### src/rtl/ack_poll_sequencer.sv
module ack_poll_sequencer #(
  parameter int ADDR_W     = 12,
  parameter int PAGE_BYTES = 32,
  parameter int POLL_W     = 8
) (
  input  logic                             clk,
  input  logic                             rst_n,
  input  logic                             req_valid,
  output logic                             req_ready,
  input  logic [2:0]                       req_cs,
  input  logic [ADDR_W-1:0]                req_addr,
  input  logic [$clog2(PAGE_BYTES):0]      req_len,
  input  logic                             req_hold_bus,
  input  logic [POLL_W-1:0]                req_max_polls,
  output logic [$clog2(PAGE_BYTES)-1:0]    dat_idx,
  input  logic [7:0]                       dat_byte,
  output logic                             cmd_valid,
  input  logic                             cmd_ready,
  output logic [1:0]                       cmd_op,
  output logic [7:0]                       cmd_byte,
  input  logic                             rsp_valid,
  input  logic                             rsp_nack,
  input  logic                             rsp_err,
  output logic                             done_valid,
  output logic [2:0]                       done_status
);
  localparam int IDX_W = $clog2(PAGE_BYTES);
  localparam int LEN_W = IDX_W + 1;
  localparam logic [LEN_W:0] PAGE_V = (LEN_W+1)'(PAGE_BYTES);
  localparam logic [1:0] OP_START = 2'd0, OP_WRITE = 2'd1, OP_STOP = 2'd2;
  localparam logic [2:0] ST_OK = 3'd0, ST_TIMEOUT = 3'd1, ST_NACK = 3'd2,
                         ST_BUSERR = 3'd3, ST_REJECT = 3'd4;

  typedef enum logic [1:0] {S_IDLE, S_CMD, S_RSP, S_FIN} state_t;
  typedef enum logic [3:0] {P_START, P_CTRL, P_AH, P_AL, P_DATA,
                            P_STOP, P_PSTART, P_PCTRL, P_END} phase_t;

  state_t              state_q;
  phase_t              phase_q;
  logic [2:0]          cs_q;
  logic [ADDR_W-1:0]   addr_q;
  logic [LEN_W-1:0]    len_q;
  logic                hold_q;
  logic [POLL_W-1:0]   maxp_q;
  logic [POLL_W-1:0]   polls_q;
  logic [IDX_W-1:0]    idx_q;
  logic [2:0]          status_q;

  wire [LEN_W:0]  span     = {{(LEN_W+1-IDX_W){1'b0}}, req_addr[IDX_W-1:0]} + {1'b0, req_len};
  wire            req_bad  = (req_len == '0) || (span > PAGE_V);
  wire            last_dat = ({1'b0, idx_q} + 1'b1) == len_q;
  wire [POLL_W:0] polls_nx = {1'b0, polls_q} + 1'b1;
  wire            poll_out = polls_nx >= {1'b0, maxp_q};
  wire [7:0]      ctrl_b   = {4'b1010, cs_q, 1'b0};
  wire [7:0]      addr_hi  = {{(16-ADDR_W){1'b0}}, addr_q[ADDR_W-1:8]};

  assign req_ready   = (state_q == S_IDLE);
  assign cmd_valid   = (state_q == S_CMD);
  assign done_valid  = (state_q == S_FIN);
  assign done_status = status_q;
  assign dat_idx     = idx_q;

  always_comb begin
    cmd_op   = OP_WRITE;
    cmd_byte = 8'h00;
    case (phase_q)
      P_START, P_PSTART: cmd_op = OP_START;
      P_STOP, P_END:     cmd_op = OP_STOP;
      P_CTRL, P_PCTRL:   cmd_byte = ctrl_b;
      P_AH:              cmd_byte = addr_hi;
      P_AL:              cmd_byte = addr_q[7:0];
      P_DATA:            cmd_byte = dat_byte;
      default:           cmd_byte = 8'h00;
    endcase
  end

  always_ff @(posedge clk or negedge rst_n) begin
    if (!rst_n) begin
      state_q  <= S_IDLE;
      phase_q  <= P_START;
      cs_q     <= '0;
      addr_q   <= '0;
      len_q    <= '0;
      hold_q   <= 1'b0;
      maxp_q   <= '0;
      polls_q  <= '0;
      idx_q    <= '0;
      status_q <= ST_OK;
    end else begin
      case (state_q)
        S_IDLE: if (req_valid) begin
          cs_q     <= req_cs;
          addr_q   <= req_addr;
          len_q    <= req_len;
          hold_q   <= req_hold_bus;
          maxp_q   <= req_max_polls;
          polls_q  <= '0;
          idx_q    <= '0;
          phase_q  <= P_START;
          status_q <= req_bad ? ST_REJECT : ST_OK;
          state_q  <= req_bad ? S_FIN : S_CMD;
        end
        S_CMD: if (cmd_ready) state_q <= S_RSP;
        S_RSP: if (rsp_valid) begin
          if (rsp_err) begin
            status_q <= ST_BUSERR;
            state_q  <= S_FIN;
          end else begin
            state_q <= S_CMD;
            case (phase_q)
              P_START: phase_q <= P_CTRL;
              P_CTRL, P_AH, P_AL: begin
                if (rsp_nack) begin
                  status_q <= ST_NACK;
                  phase_q  <= P_END;
                end else begin
                  phase_q <= (phase_q == P_CTRL) ? P_AH :
                             (phase_q == P_AH)   ? P_AL : P_DATA;
                end
              end
              P_DATA: begin
                if (rsp_nack) begin
                  status_q <= ST_NACK;
                  phase_q  <= P_END;
                end else if (last_dat) begin
                  phase_q <= P_STOP;
                end else begin
                  idx_q <= idx_q + 1'b1;
                end
              end
              P_STOP:   phase_q <= P_PSTART;
              P_PSTART: phase_q <= P_PCTRL;
              P_PCTRL: begin
                if (!rsp_nack) begin
                  status_q <= ST_OK;
                  if (hold_q) state_q <= S_FIN;
                  else        phase_q <= P_END;
                end else if (poll_out) begin
                  status_q <= ST_TIMEOUT;
                  phase_q  <= P_END;
                end else begin
                  polls_q <= polls_nx[POLL_W-1:0];
                  phase_q <= P_PSTART;
                end
              end
              default: state_q <= S_FIN;
            endcase
          end
        end
        default: state_q <= S_IDLE;
      endcase
    end
  end

  a_r8_cmd_hold: assert property (@(posedge clk) disable iff (!rst_n)
    (cmd_valid && !cmd_ready) |=> (cmd_valid && $stable(cmd_op) && $stable(cmd_byte)));

  a_r8_idle_quiet: assert property (@(posedge clk) disable iff (!rst_n)
    req_ready |-> !cmd_valid);

  a_r9_done_pulse: assert property (@(posedge clk) disable iff (!rst_n)
    done_valid |=> !done_valid);

  a_r1_reject_fast: assert property (@(posedge clk) disable iff (!rst_n)
    (req_valid && req_ready && req_bad) |=> (done_valid && done_status == ST_REJECT));

  a_r7_err_ends: assert property (@(posedge clk) disable iff (!rst_n)
    (state_q == S_RSP && rsp_valid && rsp_err) |=> (done_valid && done_status == ST_BUSERR && !cmd_valid));

  a_r5_poll_bound: assert property (@(posedge clk) disable iff (!rst_n)
    (polls_q != '0) |-> (polls_q < maxp_q));
endmodule

### config.mk
export PLATFORM = sky130hd
export DESIGN_NAME = ack_poll_sequencer
export DESIGN_NICKNAME = d
export VERILOG_FILES = /design/src/rtl/ack_poll_sequencer.sv
export SDC_FILE = /design/constraint.sdc
export NUM_CORES = 1
export LEC_CHECK = 0
export ABC_CLOCK_PERIOD_IN_PS = 3500
export BUFFER_PORTS_ARGS = -buffer_cell sky130_fd_sc_hd__buf_2
export CORE_MARGIN = 8
export CORE_UTILIZATION = 36
export CTS_CLUSTER_SIZE = 16
export DETAILED_ROUTE_END_ITERATION = 16
export PLACE_DENSITY_LB_ADDON = 0.05
export RECOVER_POWER = 50
export SLEW_MARGIN = 30
export SYNTH_ARGS = -nofsm -noshare
export SYNTH_HDL_FRONTEND = slang
export SYNTH_SLANG_ARGS = --single-unit
### constraint.sdc
create_clock -name clk -period 3.5 [get_ports clk]
set_input_delay 0.7 -clock clk [delete_from_list [all_inputs] [get_ports clk]]
set_output_delay 0.7 -clock clk [all_outputs]
set_load 0.02 [all_outputs]
# [Word level (Yosys, flattened, before mapping)]
# Cells that the tools add are included.
[classes] add_sub_neg=4 multipliers=0 n_div=0 order_cmp=2 n_eq_ne=28 shift=0 n_mux=47 n_bitwise=0 n_reduce_logical=17
[ops] op="$mux 8" n=6
[ops] op="$mux 4" n=9
[ops] op="$pmux 8 s4" n=1
[ops] op="$mux 5" n=6
[ops] op="$mux 3" n=9
[ops] op="$pmux 4 s6" n=1
[ops] op="$reduce_and 7->1" n=3
[ops] op="$eq 4x3->1 const B" n=4
[ops] op="$ne 2x2->1 const B" n=8
[ops] op="$ne 4x4->1 const B" n=4
[ops] op="$pmux 8 s2" n=1
[ops] op="$mux 2" n=7
[ops] op="$pmux 3 s2" n=2
[ops] op="$pmux 5 s2" n=1
[ops] op="$add 8x1->9 const B" n=1
[ops] op="$ge 9x8->1" n=1
[ops] op="$eq 4x2->1 const B" n=2
[ops] op="$pmux 2 s2" n=2
[ops] op="$pmux 4 s2" n=1
[ops] op="$add 5x6->7" n=1
[ops] op="$gt 7x6->1 const B" n=1
[ops] op="$ne 7x2->1 const B" n=1
[ops] op="$reduce_or 7->1" n=1
[ops] op="$add 5x1->6 const B" n=1
[ops] op="20 further kinds" n=24
[totals] ff_bits=52 latch_bits=0 mem_bits_rw=0 romBits=0 in_bits=45 output_inout_bits=21 word_cells=108 memories=0

# [Depth between registers and ports, before layout]
# Gate-level depths: netlist of the first run.
[depth] depth_word=8 mapped_depth=12 ltp_nobuf=11

# [Least setup slack after synthesis of the first run]
# No wires, ideal clock.
[synth_timing] path_kind="register to register" startpoint="register polls_q[2]" endpoint="register polls_q[0]" setup_time_ns=0.125 arrival_time_ns=2.727 t_required_ns=3.375 slack_ns=0.649 path_stages_with_launch=12 n_path_buf=0 period_less_slack_ns=2.851 path_cell_list="dfrtp_1 > and3_1 > and3_1 > nand3_1 > xnor2_1 > ha_1 > and3_1 > a221o_1 > a31o_2 > nor2_1 > a31oi_1 > mux2_2"
[synth_between] elab_chain_len=4
[synth_rtl] element="start: declaration" line="45" rtl="logic [POLL_W-1:0] polls_q;"
[synth_rtl] element="start signal: assignment" line="142" rtl="polls_q <= polls_nx[POLL_W-1:0];"
[synth_rtl] element="$add 8x1->9" line="52" rtl="wire [POLL_W:0] polls_nx = {1'b0, polls_q} + 1'b1;"
[synth_rtl] element="$ge 9x8->1" line="53" rtl="wire poll_out = polls_nx >= {1'b0, maxp_q};"
[synth_rtl] element="$ne 2x2->1 (no line)"
[synth_rtl] element="$reduce_and 7->1 (no line)"
# No other way between the ends.
# A chain may end at the register's enable or synchronous reset.

# [Final worst setup path of the first run]
# Same ends and word-level chain as after synthesis.

==> metrics.cfg, run 1 <==
[status]
status = finished with violations
violations = max-capacitance violations, max-slew violations

[die]
die_w_um = 111.2
initial_utilization = 0.3726
die-area_um2 = 12370
boundaryPins = 66
coreArea_um2 = 8763
die_y_um = 111.2
rows = 34

[critical_path]
arrival_ps = 3470
crit_required_ps = 3700
crit_type = reg2reg
crit_fanout = 6
regToRegSetupSlack_ps = 230
critPathCaptureType = flop
crit_path_start_kind = flop

[power]
leakagePower_nw = 1.883
p_per_area_nw_per_um2 = 591.9
irDropWorstVdd_mv = 0.2313
fin_total_pwr_w = 0.002242

[clock_tree]
cts_buffer_depth = 2
cts.htree.levels = 2
cts.sink_count = 52
ctsResizeCount = 0
insertion_delay_ps = 300
cts_root_buffer = clkbuf_8
ctsHoldBuffers = 0
post_cts.repair.setup_buffers = 0
numCtsBuffers = 5
cts_tree = done
clk_pin_slew_ps = 90

[placed_design]
portBuffers = 65
gp_congestion = 0.7814
place_inst = 544
place_area_um2 = 3710
dpl.hpwl_um = 6588
pre_cts_slack_ps = 280.4

[timing]
timing.final.crit_share = 0.9349
rsz0062_at_grt = no
slew_violations = 62
fin_ws_ps = 227.8
relSlewSlack = -0.08055
setup_violations = 0
worst_slew_pin_slew_ps = 1621
hold_viol_final = 0
fmax_mhz = 305.6
min_period_ps = 3272
finalSetupTns_ps = 0
skew_ps = 7.780

[synth]
async_flop_share = 1.000
ys_top_cells_by_area = dfrtp_1 40%, nand2_1 10%, ha_1 5.7%
avgSynthCellArea_um2 = 8.571
synth_edf_count = 0
synth_seq_area_share = 0.3985
synth_top_area_cell = dfrtp_1
synth.yosys.warnings = 0
synth_flop_cell = dfrtp_1
synth_seq_cells = 52
synth_top_area_share = 0.3985
synthCells = 381
synth_area_um2 = 3266
synth_common_cells = 90 x nand2_1, 52 x dfrtp_1, 19 x nor2_1
ys_types = 58
synth_nets = 442
synth.most_common_cell = nand2_1

[global_routing]
grt_max_degree = 34
gr-usage-all-layers = 0.1388
antenna_found_initial = 0
grt_overflow_total = 0
grt_pass1_vias = 2919
grt_pass1_wl_um = 14500

[finish]
areaGrowthSynthToFinish_pct = 16.02
fin_cells = 551
nNetsFinal = 504
fillers = 947
design_area_um2 = 3789
drive_gt1_frac = 0.1874
antennaDiodeCount = 0

[detailed_routing]
vias_per_cell = 5.234
wl_per_cell_um = 15.68
first_iter_violations = 136
antenna_left = 0
drc = 0
wirelength_um = 8641
drtPass1Iterations = 4
vias = 2884

[job]
drv_cap = 2

[min_path]
min_path_type = reg2reg

-- path summary, 6_finish.rpt --
check	endpoint	cells past startpoint	startpoint
max in group asynchronous	cs_q[1]$_DFFE_PN0P_	2	rst_n
setup / recovery	polls_q[0]$_DFFE_PN0P_	11	polls_q[2]$_DFFE_PN0P_
min in group asynchronous	dat_idx[0]$_DFFE_PN0P_	1	rst_n
hold reg to reg	addr_q[5]$_DFFE_PN0P_	2	addr_q[5]$_DFFE_PN0P_
setup reg to reg	polls_q[0]$_DFFE_PN0P_	11	polls_q[2]$_DFFE_PN0P_
hold / removal	addr_q[5]$_DFFE_PN0P_	2	addr_q[5]$_DFFE_PN0P_
-- report_power, final --
group / internal (W) / leakage, nW / total [W] / switching [W]
logic: 0.000338 / 1.16 / 0.000892 / 0.000555
registers: 0.000803 / 0.672 / 0.000976 / 0.000173
clock network: 0.000177 / 0.0503 / 0.000373 / 0.000197
-- kinds of logic after synthesis --
family                     count (synthesis)  share of synthesized area
adders and majority gates                 16                    0.06360
buffers and inverters                     34                    0.03946
DFF                                       52                     0.3985
muxes                                     11                    0.03487
and+or+nand+nor                          169                     0.2437
AOI/OAI and AO/OA                         85                     0.1824
xor gates and xnor gates                  14                    0.03755
-- worst max-delay path, stage by stage, from the launching register on --
cell,delay [ps]
dfrtp_1,440
and3_1,190
and3_1,230
nand3_1,110
xnor2_1,190
ha_1,270
and3_1,200
a221o_1,320
a31o_2,230
nor2_1,350
a31oi_1,300
mux2_2,350
-- flip-flops by register name, indices dropped and copies added (netlist names) --
register / cells
addr_q: 12
cs_q: 3
dat_idx: 5
done_status: 3
hold_q: 1
len_q: 6
maxp_q: 8
phase_q: 4
polls_q: 8
state_q: 2
-- through the flow --
| step | util | hold slack (ps) |
|---|---|---|
| after CTS | 0.4343 | 444.8 |
| after floorplan | - | 404.4 |
| after global placement | 0.4233 | 453.0 |
| after global routing | 0.4323 | 511.6 |
| final | 0.4323 | 473.9 |
| after detailed placement | 0.4233 | 456.2 |
-- cell type report --
type	count	area [um^2]	share of cell area
tap	108	135.1	0.03567
inverter	18	67.56	0.01783
multi-input combinational	295	1836	0.4845
timing repair buffer	71	352.8	0.09313
sequential	52	1301	0.3435
clock buffer	7	96.34	0.02543
-- per-layer routing --
layer  vias up  routed length [um]  global-route usage
li1       1467                   -                   -
met1      1352                4428              0.1934
met2        60                3789              0.2145
met3         5                 362             0.02976
met4         0                  61             0.02667
met5         -                   0                   0
-- cells in the final DEF (no fill, tap or decap), types with 2 or more instances in the layout --
cell,Yosys,routed
buf_4,0,3
a31o_2,3,3
a22o_1,4,4
o211ai_1,3,3
nor3_1,5,5
a31oi_1,9,9
a211oi_1,2,2
a221o_1,2,2
nand2b_1,12,12
nor2b_1,6,6
o21ai_1,2,2
ha_1,15,15
mux2i_1,8,8
inv_1,18,18
a21oi_1,14,14
nand2_1,90,90
nor2_1,19,19
buf_2,1,60
xor2_1,9,9
o2bb2ai_1,2,2
or3_1,2,2
o21ai_0,15,15
nand4b_1,4,4
clkbuf_8,0,7
clkbuf_1,14,8
nand3b_1,3,3
mux2_2,3,3
xnor2_1,5,5
nand3_1,10,10
a21o_1,4,4
nand4_1,2,2
and2_1,3,3
o22ai_1,4,4
a32oi_1,3,3
a22oi_1,3,3
and3_1,6,6
dfrtp_1,52,52
a311oi_1,2,2
No activity file was read; power rests on OpenSTA's default activity.
==> inputs of run 2 (changes only) <==
Settings changed: ABC_AREA from default to 1, GPL_ROUTABILITY_DRIVEN from default to 0.
==> metrics.cfg, run 2 <==
[synth]
ys_top_cells_by_area = dfrtp_1 39%, nand2_1 21%, inv_1 6.1%
synth_edf_count = 0
synthCells = 459
synthAdderAreaFrac = 0.06293
synth_seq_area_share = 0.3942
synth_compound_area_frac = 0.06027
synth_area_um2 = 3301
ys_types = 38
synth.yosys.warnings = 0
synth_common_cells = 188 x nand2_1, 54 x inv_1, 52 x dfrtp_1
synth_top_area_share = 0.3942
async_flop_share = 1.000
synth_top_area_cell = dfrtp_1
synthMuxAreaShare = 0
synth_top_family_by_area = simple AND/OR/NAND/NOR gates
synth_seq_cells = 52
synth.most_common_cell = nand2_1
synth_nets = 520
avgSynthCellArea_um2 = 7.191
synth_flop_cell = dfrtp_1
synth-simple-area-share = 0.3715
synth-xor-area-share = 0.02388

[critical_path]
regToRegSetupSlack_ps = 1080
crit_type = reg2out
rr_worst_depth = 12
r2r-end = polls_q[0]$_DFFE_PN0P_
reg2reg_from = polls_q[0]$_DFFE_PN0P_
arrival_ps = 2020
endpoint = cmd_byte[7]
crit_path_start_kind = flop
setup.worst_path.start = phase_q[3]$_DFFE_PN0P_
crit_fanout = 9
crit_required_ps = 2800
critPathCaptureType = output pin

[global_routing]
grt_max_degree = 53
met3_usage = 0.03680
antenna_found_initial = 0
grt_overflow_total = 0
grt_pass1_wl_um = 14570
grtUsageMet2 = 0.2456
use_met1 = 0.1674
grt_pass1_vias = 3148
top_usage_layer = met2
gr-usage-all-layers = 0.1412

[finish]
multi_input_area_um2 = 1704
largestRegisters = addr_q (12), maxp_q (8), polls_q (8)
fillers = 989
fin_util = 0.4210
nNetsFinal = 585
areaGrowthSynthToFinish_pct = 15.62
antennaDiodeCount = 0
seq_area_um2 = 1301
regMostFlops = addr_q
layout_commonest_cell = nand2_1
drive_gt1_frac = 0.1527
largest_reg_flops = 12
mostFrequentLayoutCells = 189 x nand2_1, 56 x buf_2, 54 x inv_1

[detailed_routing]
wl_per_cell_um = 13.31
antenna_left = 0
drc = 0
vias = 3038
wirelength_um = 8453
vias_per_cell = 4.784
drtPass1Iterations = 5
first_iter_violations = 127

[die]
die-area_um2 = 12490
boundaryPins = 66
die_w_um = 111.8
die_y_um = 111.8
coreArea_um2 = 9065
initial_utilization = 0.3641
rows = 35

[power]
seq_power_share = 0.370
swShare = 0.4367
power_switching_w = 0.001125
clockPowerShare = 0.191
fin_total_pwr_w = 0.002577
irDropWorstVdd_mv = 0.2728
leakagePower_nw = 2.136
p_int_w = 0.001452
p_per_area_nw_per_um2 = 675.3
pwr-share-comb = 0.440

[timing]
hold_viol_final = 0
timing.final.crit_share = 0.7770
relSlewSlack = 0.1092
slew_violations = 0
finalSetupTns_ps = 0
min_period_ps = 2719
fmax_mhz = 367.7
setup_violations = 0
rsz0062_at_grt = no
skew_ps = 7.500
worst_slew_pin_slew_ps = 1336

[status]
status = finished clean

[clock_tree]
cts_root_buffer = clkbuf_8
cts_tree = done
post_cts.repair.setup_buffers = 0
cts.sink_count = 52
clk_pin_slew_ps = 100
cts.htree.levels = 2
numCtsBuffers = 5
ctsResizeCount = 0
cts_buffer_depth = 2
insertion_delay_ps = 300
ctsHoldBuffers = 0

[min_path]
min_path_type = reg2reg

[job]
drv_cap = 0

[placed_design]
dpl.hpwl_um = 6380
portBuffers = 65

[run 2: worst min-delay path by stage]
stage | start | to | slack (ps) | depth (start not counted)
finish | cs_q[2]$_DFFE_PN0P_ | cs_q[2]$_DFFE_PN0P_ | 480 | 2
global route | addr_q[5]$_DFFE_PN0P_ | addr_q[5]$_DFFE_PN0P_ | 510 | 2
CTS | cs_q[2]$_DFFE_PN0P_ | cs_q[2]$_DFFE_PN0P_ | 490 | 2
detailed placement | cs_q[2]$_DFFE_PN0P_ | cs_q[2]$_DFFE_PN0P_ | 460 | 2
global placement | cs_q[2]$_DFFE_PN0P_ | cs_q[2]$_DFFE_PN0P_ | 450 | 2
floorplan | rst_n | addr_q[0]$_DFFE_PN0P_ | 400 | 0
[run 2: worst max-delay path: stages, from the launching register on]
cell and delay [ps]:
dfrtp_1 440, inv_1 100, nand2_1 150, inv_1 60
nand2_1 100, clkinv_1 280, a221o_1 430, buf_2 160
[run 2: area by class of cell]
| type | instances | share of cell area |
|---|---|---|
| tap | 111 | 0.03639 |
| inverter | 57 | 0.05672 |
| sequential | 52 | 0.3410 |
| timing repair buffer | 67 | 0.08557 |
| clock inverter | 2 | 0.01574 |
| multi-input combinational | 341 | 0.4466 |
| clock buffer | 5 | 0.01803 |
[run 2: kinds of logic (layout without fill, tap and decap cells)]
| kind of cell | count (synthesis) | after routing |
|---|---|---|
| flip-flops | 52 | 52 |
| AND/OR/NAND/NOR | 282 | 282 |
| XOR/XNOR | 9 | 9 |
| AO/OA/AOI/OAI | 34 | 34 |
| buffers and inverters | 66 | 131 |
| adder cells (fa/ha/maj) | 16 | 16 |
[run 2: routing by layer]
layer	vias to the layer above	part of all wire
met5	-	0
met4	0	0.012
met3	7	0.045
met2	41	0.47
met1	1403	0.47
li1	1587	-
[run 2: power by group through the flow]
stage / Clock [W] / Combinational [W] / Sequential (W)
2_1_floorplan: 0 / 0.000903 / 0.000958
3_3_place_gp: 0 / 0.00116 / 0.000965
3_5_place_dp: 0 / 0.00118 / 0.000969
4_1_cts: 0.000511 / 0.00118 / 0.000958
5_1_grt: 0.000532 / 0.00132 / 0.000985
6_report: 0.000492 / 0.00113 / 0.000953
[run 2: stage by stage]
| step | cell area (um^2) | hold WS, ps | worst slack [ps] | std cells |
|---|---|---|---|---|
| final | 3816 | 483.6 | 780.6 | 635 |
| after global routing | 3816 | 507.0 | 628.5 | 635 |
| after CTS | 3837 | 485.3 | 751.9 | 635 |
| after detailed placement | 3709 | 459.7 | 1120 | 628 |
| after global placement | 3709 | 454.5 | 1119 | 628 |
| after floorplan | 3301 | 404.4 | 1374 | 459 |
==> inputs of run 3 (changes only) <==
Settings changed: ABC_CLOCK_PERIOD_IN_PS 3500 to 2480.
Clock period 3.5 ns to 2.48 ns, I/O delays scaled along.
==> metrics.cfg, run 3 (same netlist as run 2, synthesis figures left out) <==
[status]
status = finished clean

[global_routing]
grt_overflow_total = 0
grt_pass1_vias = 3094
grt_pass1_wl_um = 14720
antenna_found_initial = 0
gr-usage-all-layers = 0.1426
grt_max_degree = 41

[finish]
antennaDiodeCount = 0
mostFrequentLayoutCells = 188 x nand2_1, 56 x buf_2, 54 x inv_1
layout_commonest_cell = nand2_1
regMostFlops = addr_q
fin_cells = 645
fillers = 985
drive_gt1_frac = 0.1760
largestRegisters = addr_q (12), maxp_q (8), polls_q (8)
largest_reg_flops = 12
areaGrowthSynthToFinish_pct = 18.39
nNetsFinal = 595

[power]
irDropWorstVdd_mv = 0.4015
p_per_area_nw_per_um2 = 941.0
leakagePower_nw = 2.191

[job]
drv_cap = 0

[timing]
slew_violations = 0
skew_ps = 9.989
hold_viol_final = 0
rsz0062_at_grt = yes
worst_slew_pin_slew_ps = 1424
hold-worst-slack_ps = 378.3
setup_violations = 0
timing.final.crit_share = 0.9354
fmax_mhz = 431.1
min_period_ps = 2320
relSlewSlack = 0.05042

[detailed_routing]
wl_per_cell_um = 13.40
vias = 3046
vias_per_cell = 4.722
antenna_left = 0
drtPass1Iterations = 4
drc = 0
wirelength_um = 8640
first_iter_violations = 186

[critical_path]
crit_path_start_kind = flop
crit_type = reg2reg
crit_required_ps = 2730
critPathCaptureType = flop
arrival_ps = 2570
crit_fanout = 8

[clock_tree]
cts.sink_count = 52
cts_buffer_depth = 2
cts_tree = done
cts_root_buffer = clkbuf_8
clk_pin_slew_ps = 100
insertion_delay_ps = 310
cts.htree.levels = 2
numCtsBuffers = 5

[die]
initial_utilization = 0.3641
coreArea_um2 = 9065
die_y_um = 111.8
rows = 35
die-area_um2 = 12490
die_w_um = 111.8
boundaryPins = 66

[placed_design]
place_inst = 633
portBuffers = 65
dpl.hpwl_um = 6586

[min_path]
min_path_type = in2reg

[run 3: changes by cell type in the layout (fill, tap and decap cells not counted)]
cell / previous run / this run
ha_2: 0 / 1
buf_4: 1 / 11
clkinv_1: 1 / 0
nor3b_4: 0 / 1
inv_2: 1 / 2
nand2_1: 189 / 188
nor3b_2: 1 / 0
nand3_1: 40 / 39
nand3_2: 0 / 1
nand2_2: 1 / 2
ha_1: 15 / 14
[run 3: cell type report]
class,instances,area (um^2),area share
flip-flops and latches,52,1301,0.3330
repair buffers,77,401.6,0.1028
well taps,111,138.9,0.03554
clock buffers,5,68.82,0.01761
clock inverters,2,60.06,0.01537
multi-input cells,341,1720,0.4403
inverters,57,216.5,0.05540
[run 3: worst paths after layout]
path / startpoint / endpoint / slack, ps / depth (start not counted)
max: polls_q[0]$_DFFE_PN0P_ / polls_q[2]$_DFFE_PN0P_ / 160 / 12
min: req_addr[8] / addr_q[8]$_DFFE_PN0P_ / 380 / 3
max reg2reg: polls_q[0]$_DFFE_PN0P_ / polls_q[2]$_DFFE_PN0P_ / 160 / 12
min reg2reg: addr_q[9]$_DFFE_PN0P_ / addr_q[9]$_DFFE_PN0P_ / 480 / 2
max in group asynchronous: rst_n / state_q[0]$_DFFE_PN0P_ / 540 / 2
min in group asynchronous: rst_n / maxp_q[3]$_DFFE_PN0P_ / 500 / 1
[run 3: repair_timing]
item / 4_1_cts / 5_1_grt
endpoints found under the setup margin: 0 / 21
gates resized for setup: 0 / 5
buffers inserted: 0 / 5
hold buffers: 0 / 0
[run 3: through the flow]
| step | total power, W | worst slack, ps | util | cell area (um^2) | setup TNS (ps) |
|---|---|---|---|---|---|
| final | 0.003677 | 160.2 | 0.4311 | 3908 | 0 |
| after global routing | 0.004032 | -42.18 | 0.4311 | 3908 | -127.8 |
| after CTS | 0.003755 | 37.00 | 0.4288 | 3887 | 0 |
| after detailed placement | 0.003048 | 60.74 | 0.4146 | 3759 | 0 |
| after global placement | 0.003034 | 129.0 | 0.4146 | 3759 | 0 |
| after floorplan | 0.002626 | 354.1 | - | 3301 | 0 |
[run 3: critical path: stages, from the launching register on]
cell and delay [ps]:
dfrtp_1 410, ha_2 210, nand3_2 90, nor2_1 180, xor2_1 260, ha_1 290, a21oi_1 150, nand2_1 80
nand2_2 100, nand4_4 100, nor2_4 230, nand2_1 90, nand2_1 60
[run 3: per-layer routing]
metal	vias up	track usage	wire, um
li1	1605	-	-
met1	1393	0.1815	4251
met2	44	0.2435	4067
met3	4	0.02706	262
met4	0	0.03282	59
met5	-	0	0
[run 3: power by group]
part | internal, W | leakage, nW | switching [W] | total (W)
logic | 0.000521 | 1.46 | 0.00113 | 0.00165
clock network | 0.000398 | 0.0642 | 0.000299 | 0.000696
registers | 0.00115 | 0.669 | 0.000178 | 0.00133
